$ cat config.mk
export PLATFORM = sky130hd
export DESIGN_NAME = xlat_ctrl
export DESIGN_NICKNAME = d
export VERILOG_FILES = /design/src/rtl/xlat_pkg.sv /design/src/rtl/xlat_perm.sv /design/src/rtl/xlat_ad.sv /design/src/rtl/xlat_merge.sv /design/src/rtl/xlat_ctrl.sv
export SDC_FILE = /design/constraint.sdc
export NUM_CORES = 1
export LEC_CHECK = 0
export BUFFER_PORTS_ARGS = -buffer_cell sky130_fd_sc_hd__buf_4
export CORE_AREA = 2 2 422 424
export DETAILED_ROUTE_END_ITERATION = 12
export DIE_AREA = 0 0 424 426
export PLACE_DENSITY = 0.37
export SYNTH_ARGS = -nofsm -noshare
export SYNTH_HDL_FRONTEND = slang
export SYNTH_SLANG_ARGS = --single-unit
$ cat constraint.sdc
create_clock -name clk_i -period 3.89 [get_ports clk_i]
set_input_delay 0.5835 -clock clk_i [delete_from_list [all_inputs] [get_ports clk_i]]
set_output_delay 0.5835 -clock clk_i [all_outputs]
set_load 0.02 [all_outputs]
$ cat src/rtl/xlat_pkg.sv
package xlat_pkg;
  localparam logic [1:0] ACC_LOAD  = 2'd0;
  localparam logic [1:0] ACC_STORE = 2'd1;
  localparam logic [1:0] ACC_FETCH = 2'd2;

  localparam int FLT_W = 3;
  localparam logic [FLT_W-1:0] FLT_NONE   = 3'd0;
  localparam logic [FLT_W-1:0] FLT_ACCESS = 3'd1;
  localparam logic [FLT_W-1:0] FLT_NOPERM = 3'd3;
  localparam logic [FLT_W-1:0] FLT_ADUPD  = 3'd5;

  // attribute bit positions in the entry
  localparam int PB_R = 1;
  localparam int PB_W = 2;
  localparam int PB_X = 3;
  localparam int PB_U = 4;
  localparam int PB_A = 6;
  localparam int PB_D = 7;

  typedef enum logic [2:0] {
    ST_IDLE, ST_LOOKUP, ST_WALK, ST_HIT_WR, ST_MISS_WR
  } st_e;
endpackage

$ cat src/rtl/xlat_perm.sv
module xlat_perm
  import xlat_pkg::*;
(
  input  logic [7:0] attr_i,
  input  logic [1:0] acc_i,
  input  logic       priv_s_i,
  input  logic       mxr_i,
  input  logic       sum_i,
  output logic       allow_o
);
  logic acc_ok, priv_ok;

  always_comb begin
    case (acc_i)
      ACC_LOAD:  acc_ok = attr_i[PB_R] | (attr_i[PB_X] & mxr_i);
      ACC_STORE: acc_ok = attr_i[PB_W];
      ACC_FETCH: acc_ok = attr_i[PB_X];
      default:   acc_ok = 1'b0;
    endcase
    if (priv_s_i) priv_ok = !attr_i[PB_U] | ((acc_i != ACC_FETCH) & sum_i);
    else          priv_ok = attr_i[PB_U];
    allow_o = acc_ok & priv_ok;
  end
endmodule

$ cat src/rtl/xlat_ad.sv
module xlat_ad
  import xlat_pkg::*;
#(
  parameter int PTE_W = 64
) (
  input  logic [PTE_W-1:0] pte_i,
  input  logic             store_i,
  output logic             need_o,
  output logic [PTE_W-1:0] pte_o
);
  always_comb begin
    need_o = !pte_i[PB_A] | (store_i & !pte_i[PB_D]);
    pte_o  = pte_i;
    pte_o[PB_A] = 1'b1;
    if (store_i) pte_o[PB_D] = 1'b1;
  end
endmodule

$ cat src/rtl/xlat_merge.sv
module xlat_merge #(
  parameter int VA_W = 39,
  parameter int PA_W = 56
) (
  input  logic [PA_W-1:0] base_i,
  input  logic [VA_W-1:0] mask_i,
  input  logic [VA_W-1:0] va_i,
  output logic [PA_W-1:0] pa_o
);
  localparam int PAD_W = PA_W - VA_W;

  assign pa_o = base_i | {{PAD_W{1'b0}}, va_i & mask_i};
endmodule

$ cat src/rtl/xlat_ctrl.sv
module xlat_ctrl
  import xlat_pkg::*;
#(
  parameter int VA_W   = 39,
  parameter int PA_W   = 56,
  parameter int ASID_W = 16,
  parameter int PPN_W  = 44,
  parameter int PTE_W  = 64,
  parameter int LVL_W  = 2,
  parameter int IDX_W  = 3
) (
  input  logic              clk_i,
  input  logic              rst_ni,
  input  logic              req_valid_i,
  output logic              req_ready_o,
  input  logic [VA_W-1:0]   req_vaddr_i,
  input  logic [1:0]        req_acc_i,
  input  logic              req_priv_s_i,
  input  logic              req_mxr_i,
  input  logic              req_sum_i,
  input  logic [ASID_W-1:0] asid_i,
  input  logic [PPN_W-1:0]  root_ppn_i,
  input  logic              paged_i,
  input  logic              ad_upd_en_i,
  output logic              tlb_lkp_o,
  output logic [VA_W-1:0]   tlb_lkp_vaddr_o,
  output logic [ASID_W-1:0] tlb_lkp_asid_o,
  input  logic              tlb_hit_i,
  input  logic [IDX_W-1:0]  tlb_hit_idx_i,
  input  logic [PTE_W-1:0]  tlb_pte_i,
  input  logic [PA_W-1:0]   tlb_pbase_i,
  input  logic [VA_W-1:0]   tlb_sel_mask_i,
  input  logic [PA_W-1:0]   tlb_pte_addr_i,
  output logic              tlb_fill_o,
  output logic              tlb_wr_o,
  output logic [IDX_W-1:0]  tlb_wr_idx_o,
  output logic [VA_W-1:0]   tlb_w_vaddr_o,
  output logic [ASID_W-1:0] tlb_w_asid_o,
  output logic [PA_W-1:0]   tlb_w_paddr_o,
  output logic [PTE_W-1:0]  tlb_w_pte_o,
  output logic [PA_W-1:0]   tlb_w_pte_addr_o,
  output logic [LVL_W-1:0]  tlb_w_lvl_o,
  output logic              tlb_w_glb_o,
  output logic              walk_start_o,
  output logic [VA_W-1:0]   walk_vaddr_o,
  output logic [PPN_W-1:0]  walk_root_o,
  output logic [1:0]        walk_acc_o,
  output logic              walk_priv_s_o,
  output logic              walk_mxr_o,
  output logic              walk_sum_o,
  input  logic              walk_done_i,
  input  logic              walk_ok_i,
  input  logic [2:0]        walk_err_i,
  input  logic [PA_W-1:0]   walk_paddr_i,
  input  logic [PTE_W-1:0]  walk_pte_i,
  input  logic [PA_W-1:0]   walk_pte_addr_i,
  input  logic [LVL_W-1:0]  walk_lvl_i,
  input  logic              walk_glb_i,
  output logic              mw_valid_o,
  output logic [PA_W-1:0]   mw_addr_o,
  output logic [PTE_W-1:0]  mw_data_o,
  input  logic              mw_ack_i,
  input  logic              mw_err_i,
  output logic              rsp_valid_o,
  output logic              rsp_ok_o,
  output logic [2:0]        rsp_fault_o,
  output logic [PA_W-1:0]   rsp_paddr_o
);
  localparam int PAD_W = PA_W - VA_W;

  st_e               state_q;
  logic [VA_W-1:0]   va_q;
  logic [1:0]        acc_q;
  logic              priv_q, mxr_q, sum_q, en_q;
  logic [ASID_W-1:0] asid_q;
  logic [PPN_W-1:0]  root_q;
  logic [PTE_W-1:0]  pte_q;
  logic [PA_W-1:0]   pte_addr_q, paddr_q;
  logic [LVL_W-1:0]  lvl_q;
  logic              glb_q;
  logic [IDX_W-1:0]  idx_q;
  logic              rsp_valid_q, rsp_ok_q, fill_q, wr_q;
  logic [2:0]        flt_q;

  logic              store_q;
  logic              hit_allow, hit_need, walk_need;
  logic [PTE_W-1:0]  hit_pte_upd, walk_pte_upd;
  logic [PA_W-1:0]   hit_paddr;

  assign store_q = (acc_q == ACC_STORE);

  xlat_perm u_perm (
    .attr_i   (tlb_pte_i[7:0]),
    .acc_i    (acc_q),
    .priv_s_i (priv_q),
    .mxr_i    (mxr_q),
    .sum_i    (sum_q),
    .allow_o  (hit_allow)
  );

  xlat_ad #(.PTE_W(PTE_W)) u_ad_hit (
    .pte_i   (tlb_pte_i),
    .store_i (store_q),
    .need_o  (hit_need),
    .pte_o   (hit_pte_upd)
  );

  xlat_ad #(.PTE_W(PTE_W)) u_ad_walk (
    .pte_i   (walk_pte_i),
    .store_i (store_q),
    .need_o  (walk_need),
    .pte_o   (walk_pte_upd)
  );

  xlat_merge #(.VA_W(VA_W), .PA_W(PA_W)) u_merge (
    .base_i (tlb_pbase_i),
    .mask_i (tlb_sel_mask_i),
    .va_i   (va_q),
    .pa_o   (hit_paddr)
  );

  always_ff @(posedge clk_i or negedge rst_ni) begin
    if (!rst_ni) begin
      state_q     <= ST_IDLE;
      va_q        <= '0;
      acc_q       <= ACC_LOAD;
      priv_q      <= 1'b0;
      mxr_q       <= 1'b0;
      sum_q       <= 1'b0;
      en_q        <= 1'b0;
      asid_q      <= '0;
      root_q      <= '0;
      pte_q       <= '0;
      pte_addr_q  <= '0;
      paddr_q     <= '0;
      lvl_q       <= '0;
      glb_q       <= 1'b0;
      idx_q       <= '0;
      rsp_valid_q <= 1'b0;
      rsp_ok_q    <= 1'b0;
      flt_q       <= FLT_NONE;
      fill_q      <= 1'b0;
      wr_q        <= 1'b0;
    end else begin
      rsp_valid_q <= 1'b0;
      fill_q      <= 1'b0;
      wr_q        <= 1'b0;
      case (state_q)
        ST_IDLE: begin
          if (req_valid_i) begin
            va_q   <= req_vaddr_i;
            acc_q  <= req_acc_i;
            priv_q <= req_priv_s_i;
            mxr_q  <= req_mxr_i;
            sum_q  <= req_sum_i;
            asid_q <= asid_i;
            root_q <= root_ppn_i;
            en_q   <= ad_upd_en_i;
            if (!paged_i) begin
              paddr_q     <= {{PAD_W{1'b0}}, req_vaddr_i};
              rsp_valid_q <= 1'b1;
              rsp_ok_q    <= 1'b1;
              flt_q       <= FLT_NONE;
            end else begin
              state_q <= ST_LOOKUP;
            end
          end
        end
        ST_LOOKUP: begin
          if (tlb_hit_i) begin
            idx_q      <= tlb_hit_idx_i;
            pte_addr_q <= tlb_pte_addr_i;
            pte_q      <= hit_pte_upd;
            paddr_q    <= hit_paddr;
            if (!hit_allow) begin
              state_q <= ST_IDLE; rsp_valid_q <= 1'b1; rsp_ok_q <= 1'b0; flt_q <= FLT_NOPERM;
            end else if (hit_need && !en_q) begin
              state_q <= ST_IDLE; rsp_valid_q <= 1'b1; rsp_ok_q <= 1'b0; flt_q <= FLT_ADUPD;
            end else if (hit_need) begin
              state_q <= ST_HIT_WR;
            end else begin
              state_q <= ST_IDLE; rsp_valid_q <= 1'b1; rsp_ok_q <= 1'b1; flt_q <= FLT_NONE;
            end
          end else begin
            state_q <= ST_WALK;
          end
        end
        ST_WALK: begin
          if (walk_done_i) begin
            paddr_q    <= walk_paddr_i;
            pte_addr_q <= walk_pte_addr_i;
            lvl_q      <= walk_lvl_i;
            glb_q      <= walk_glb_i;
            pte_q      <= walk_need ? walk_pte_upd : walk_pte_i;
            if (!walk_ok_i) begin
              state_q <= ST_IDLE; rsp_valid_q <= 1'b1; rsp_ok_q <= 1'b0; flt_q <= walk_err_i;
            end else if (walk_need && !en_q) begin
              state_q <= ST_IDLE; rsp_valid_q <= 1'b1; rsp_ok_q <= 1'b0; flt_q <= FLT_ADUPD;
            end else if (walk_need) begin
              state_q <= ST_MISS_WR;
            end else begin
              state_q <= ST_IDLE; rsp_valid_q <= 1'b1; rsp_ok_q <= 1'b1; flt_q <= FLT_NONE;
              fill_q  <= 1'b1;
            end
          end
        end
        ST_HIT_WR, ST_MISS_WR: begin
          if (mw_ack_i) begin
            state_q     <= ST_IDLE;
            rsp_valid_q <= 1'b1;
            rsp_ok_q    <= !mw_err_i;
            flt_q       <= mw_err_i ? FLT_ACCESS : FLT_NONE;
            // TLB is touched only after a clean write-back
            if (state_q == ST_HIT_WR) wr_q   <= !mw_err_i;
            else                      fill_q <= !mw_err_i;
          end
        end
        default: state_q <= ST_IDLE;
      endcase
    end
  end

  assign req_ready_o      = (state_q == ST_IDLE);
  assign tlb_lkp_o        = (state_q == ST_LOOKUP);
  assign tlb_lkp_vaddr_o  = va_q;
  assign tlb_lkp_asid_o   = asid_q;

  assign tlb_fill_o       = fill_q;
  assign tlb_wr_o         = wr_q;
  assign tlb_wr_idx_o     = idx_q;
  assign tlb_w_vaddr_o    = va_q;
  assign tlb_w_asid_o     = asid_q;
  assign tlb_w_paddr_o    = paddr_q;
  assign tlb_w_pte_o      = pte_q;
  assign tlb_w_pte_addr_o = pte_addr_q;
  assign tlb_w_lvl_o      = lvl_q;
  assign tlb_w_glb_o      = glb_q;

  assign walk_start_o     = (state_q == ST_LOOKUP) && !tlb_hit_i;
  assign walk_vaddr_o     = va_q;
  assign walk_root_o      = root_q;
  assign walk_acc_o       = acc_q;
  assign walk_priv_s_o    = priv_q;
  assign walk_mxr_o       = mxr_q;
  assign walk_sum_o       = sum_q;

  assign mw_valid_o       = (state_q == ST_HIT_WR) || (state_q == ST_MISS_WR);
  assign mw_addr_o        = pte_addr_q;
  assign mw_data_o        = pte_q;

  assign rsp_valid_o      = rsp_valid_q;
  assign rsp_ok_o         = rsp_ok_q;
  assign rsp_fault_o      = flt_q;
  assign rsp_paddr_o      = paddr_q;
endmodule

==> impl_results.md <==
* Total track usage at 11.8%
* Wirelength per Cell at 24.3 um
* Initial cell density of the core at 8.66%
* Period utilization at 82.3%
* Mux contribution to synthesized area at 16.4%
* Worst VDD drop at 0.000548 V
* Post-route ant nets at 0
* Min-delay worst type: in2reg
* Syn Std Cell Area at 15200 um^2
* Setup Total Neg Slack at 0 ns
* XOR/XNOR Fraction of Synth Area at 0.0576%
* DIE HEIGHT at 426 um
* Synth top cells by count: 297 x dfrtp_1, 275 x buf_4, 185 x nand2_1, 179 x o21ai_0, 121 x mux2i_1
* Die Area at 181000 um^2
* Simple-gate area share of the yosys netlist at 7.03%
* Number of antenna violations at the first check in global routing at 68
* Max Clk Rate at 312 MHz
* Clock latency on the worst-skew pair at 0.64 ns
* Setup CP Type: reg2out
* Cts repair resizes at 0
* Placed Area at 24200 um^2
* RSZ-0062 raised after global routing: false
* Syn Nets at 1969
* Num CTS Buffers at 44
* Dpl hpwl at 95200 um
* Crit-path max FO at 18
* CTS Buffer Depth at 3
* # rows at 154
* # hold bufs at CTS at 1
* Post-route insts no fill at 4630
* Iter 0 DRT Violations at 728
* Largest family of logic cells by synthesized area: multiplexers
* Vias/cell at 3.05
* Sequential area share after synthesis at 48.9%
* FF+latch count, synth at 297
* Final min period at 3.20 ns
* Via Count at 14100
* Final hold vios at 0
* Setup Fix Bufs, Post-CTS at 0
* Critical path launch point type: register
* Number of H-tree levels at 2
* IO buf count at 1080
* EDFF count, synth at 0
* CTS Root Cell: clkbuf_16
* Fin util at 14.6%
* Vias in the first global route at 14100
* Post-synthesis compound-gate area fraction at 11.7%
* GRT Residual Overflow at 0
* Reg2reg start: state_q[0]$_DFFE_PN0P_
* Pwr Total at 24.4 mW
* Relative slew slack at 49.7%
* Cells after Synth at 1455
* Worst-margin pin slew at 0.754 ns
* Top cell type's share of synthesized area at 48.9%
* Post-synthesis adder-cell area fraction at 0%
* Flop2flop setup slack at 1.21 ns
* Pre-CTS setup slack at 1.24 ns
* Post-route cell area at 25700 um^2
* Synthesized area per cell at 10.5 um^2
* Final worst slack at 0.690 ns
* Core ar. at 176000 um^2
* Yosys top cell by area: dfrtp_1
* Critical path data arrival time at 2.62 ns
* Clock sink count at 297
* Worst Skew at 0.0347 ns
* Finish-stage setup viols at 0
* Layout cells sized above 1 at 55.8%
* Layout area overhead at 69.1%
* Routability cong. at 0.883
* Yosys cell types at 52
* Ys Warns at 0
* CP Capture Type: output pin
* CTS tree: yes
* Maximum Capacitance Violations at 0
* FFs w/ async S/R, synth at 100%
* TritonRoute pass-1 iters at 5
* Status: finished clean
* Max Slew Vio Count at 0
* Final nets at 2767
* Num ports at 1081
* Final Hold Slack at 0.145 ns
* DIE WIDTH at 424 um
* Cell count after placement at 4546
* Setup crit start: state_q[0]$_DFFE_PN0P_
* Leakage Power at 11.6 nW
* Largest net degree at the start of global routing at 106
* Top post-synthesis cells by area: dfrtp_1 49%, buf_4 14%, mux2i_1 8.0%, mux2_2 6.1%, o21ai_0 5.9%
* Residual DRC count at 0
* Hold path startpoint: mw_err_i
* Count leader, synth: dfrtp_1
* Critical path required time at 3.31 ns
* First-pass GRT wire length at 142000 um
* Clock-pin slew on the worst setup and hold paths at 0.06 ns
* Most common flop cell mapped by yosys: dfrtp_1
* DRT Wirelength at 112000 um
* Pwr per Cell Area at 950 nW/um^2
## layer usage
layer  part of all wire (%)  up-vias  global-route usage (%)
met5                   0.42        -                       0
met4                    1.8       74                    2.35
met3                     10      181                    5.45
met2                     49      533                    19.5
met1                     39     6985                    13.8
li1                       -     6366                       -
## path summary, 6_finish.rpt
kind	end	cells after the start
worst max-delay path	walk_start_o	3
worst min-delay path	tlb_wr_o$_DFF_PN0_	2
worst max register to register	tlb_lkp_vaddr_o[13]$_DFFE_PN0P_	5
worst min register to register	tlb_wr_idx_o[1]$_DFFE_PN0P_	1
max in group asynchronous	tlb_lkp_vaddr_o[31]$_DFFE_PN0P_	3
min in group asynchronous	mw_data_o[12]$_DFFE_PN0P_	2
## power breakdown
| part | total [mW] | internal (mW) | leakage [nW] | switching [mW] |
|---|---|---|---|---|
| Combinational | 13.5 | 5.51 | 7.29 | 7.97 |
| Sequential | 6.75 | 4.59 | 3.63 | 2.16 |
| Clock | 4.20 | 2.45 | 0.733 | 1.76 |
## cell families (layout without fill, tap and decap cells)
logic type,after synthesis,after routing
xor gates and xnor gates,1,1
muxes,234,234
DFF,297,297
buffers and inverters,359,1190
other,0,4
and+or+nand+nor,262,262
AOI/OAI and AO/OA,302,302
## flip-flops by register name, indices dropped and copies added (netlist names), 2 cells and up
name,flops
rsp_fault_o,3
walk_acc_o,2
tlb_lkp_asid_o,16
walk_root_o,44
tlb_lkp_vaddr_o,39
rsp_paddr_o,56
tlb_wr_idx_o,3
mw_addr_o,56
tlb_w_lvl_o,2
state_q,3
mw_data_o,64
## cell type report
cell class              instances  area, um^2
diodes                          4        10.0
clock buffers                  62        1280
clock inverters                17         204
fillers                     20000      150000
inverters                       4        15.0
multi-input cells             799        5400
flip-flops and latches        297        7430
well taps                    2340        2930
repair buffers               1107        8460
## critical path, stage by stage, from the launching register on
cell,delay (ns)
dfrtp_1,0.73
or3b_4,0.56
nor2_1,0.41
buf_4,0.26
## cells in the final DEF (no fill, tap or decap), drive strengths merged, types with 12 or more instances in the layout
master / count
buf: 1106
dfrtp: 297
nand2: 185
o21ai: 181
mux2i: 121
mux2: 113
clkbuf: 62
nor2: 50
a21oi: 43
a221oi: 39
a22oi: 17
clkinv: 12
Note: power is estimated with default switching activity, not from simulation.
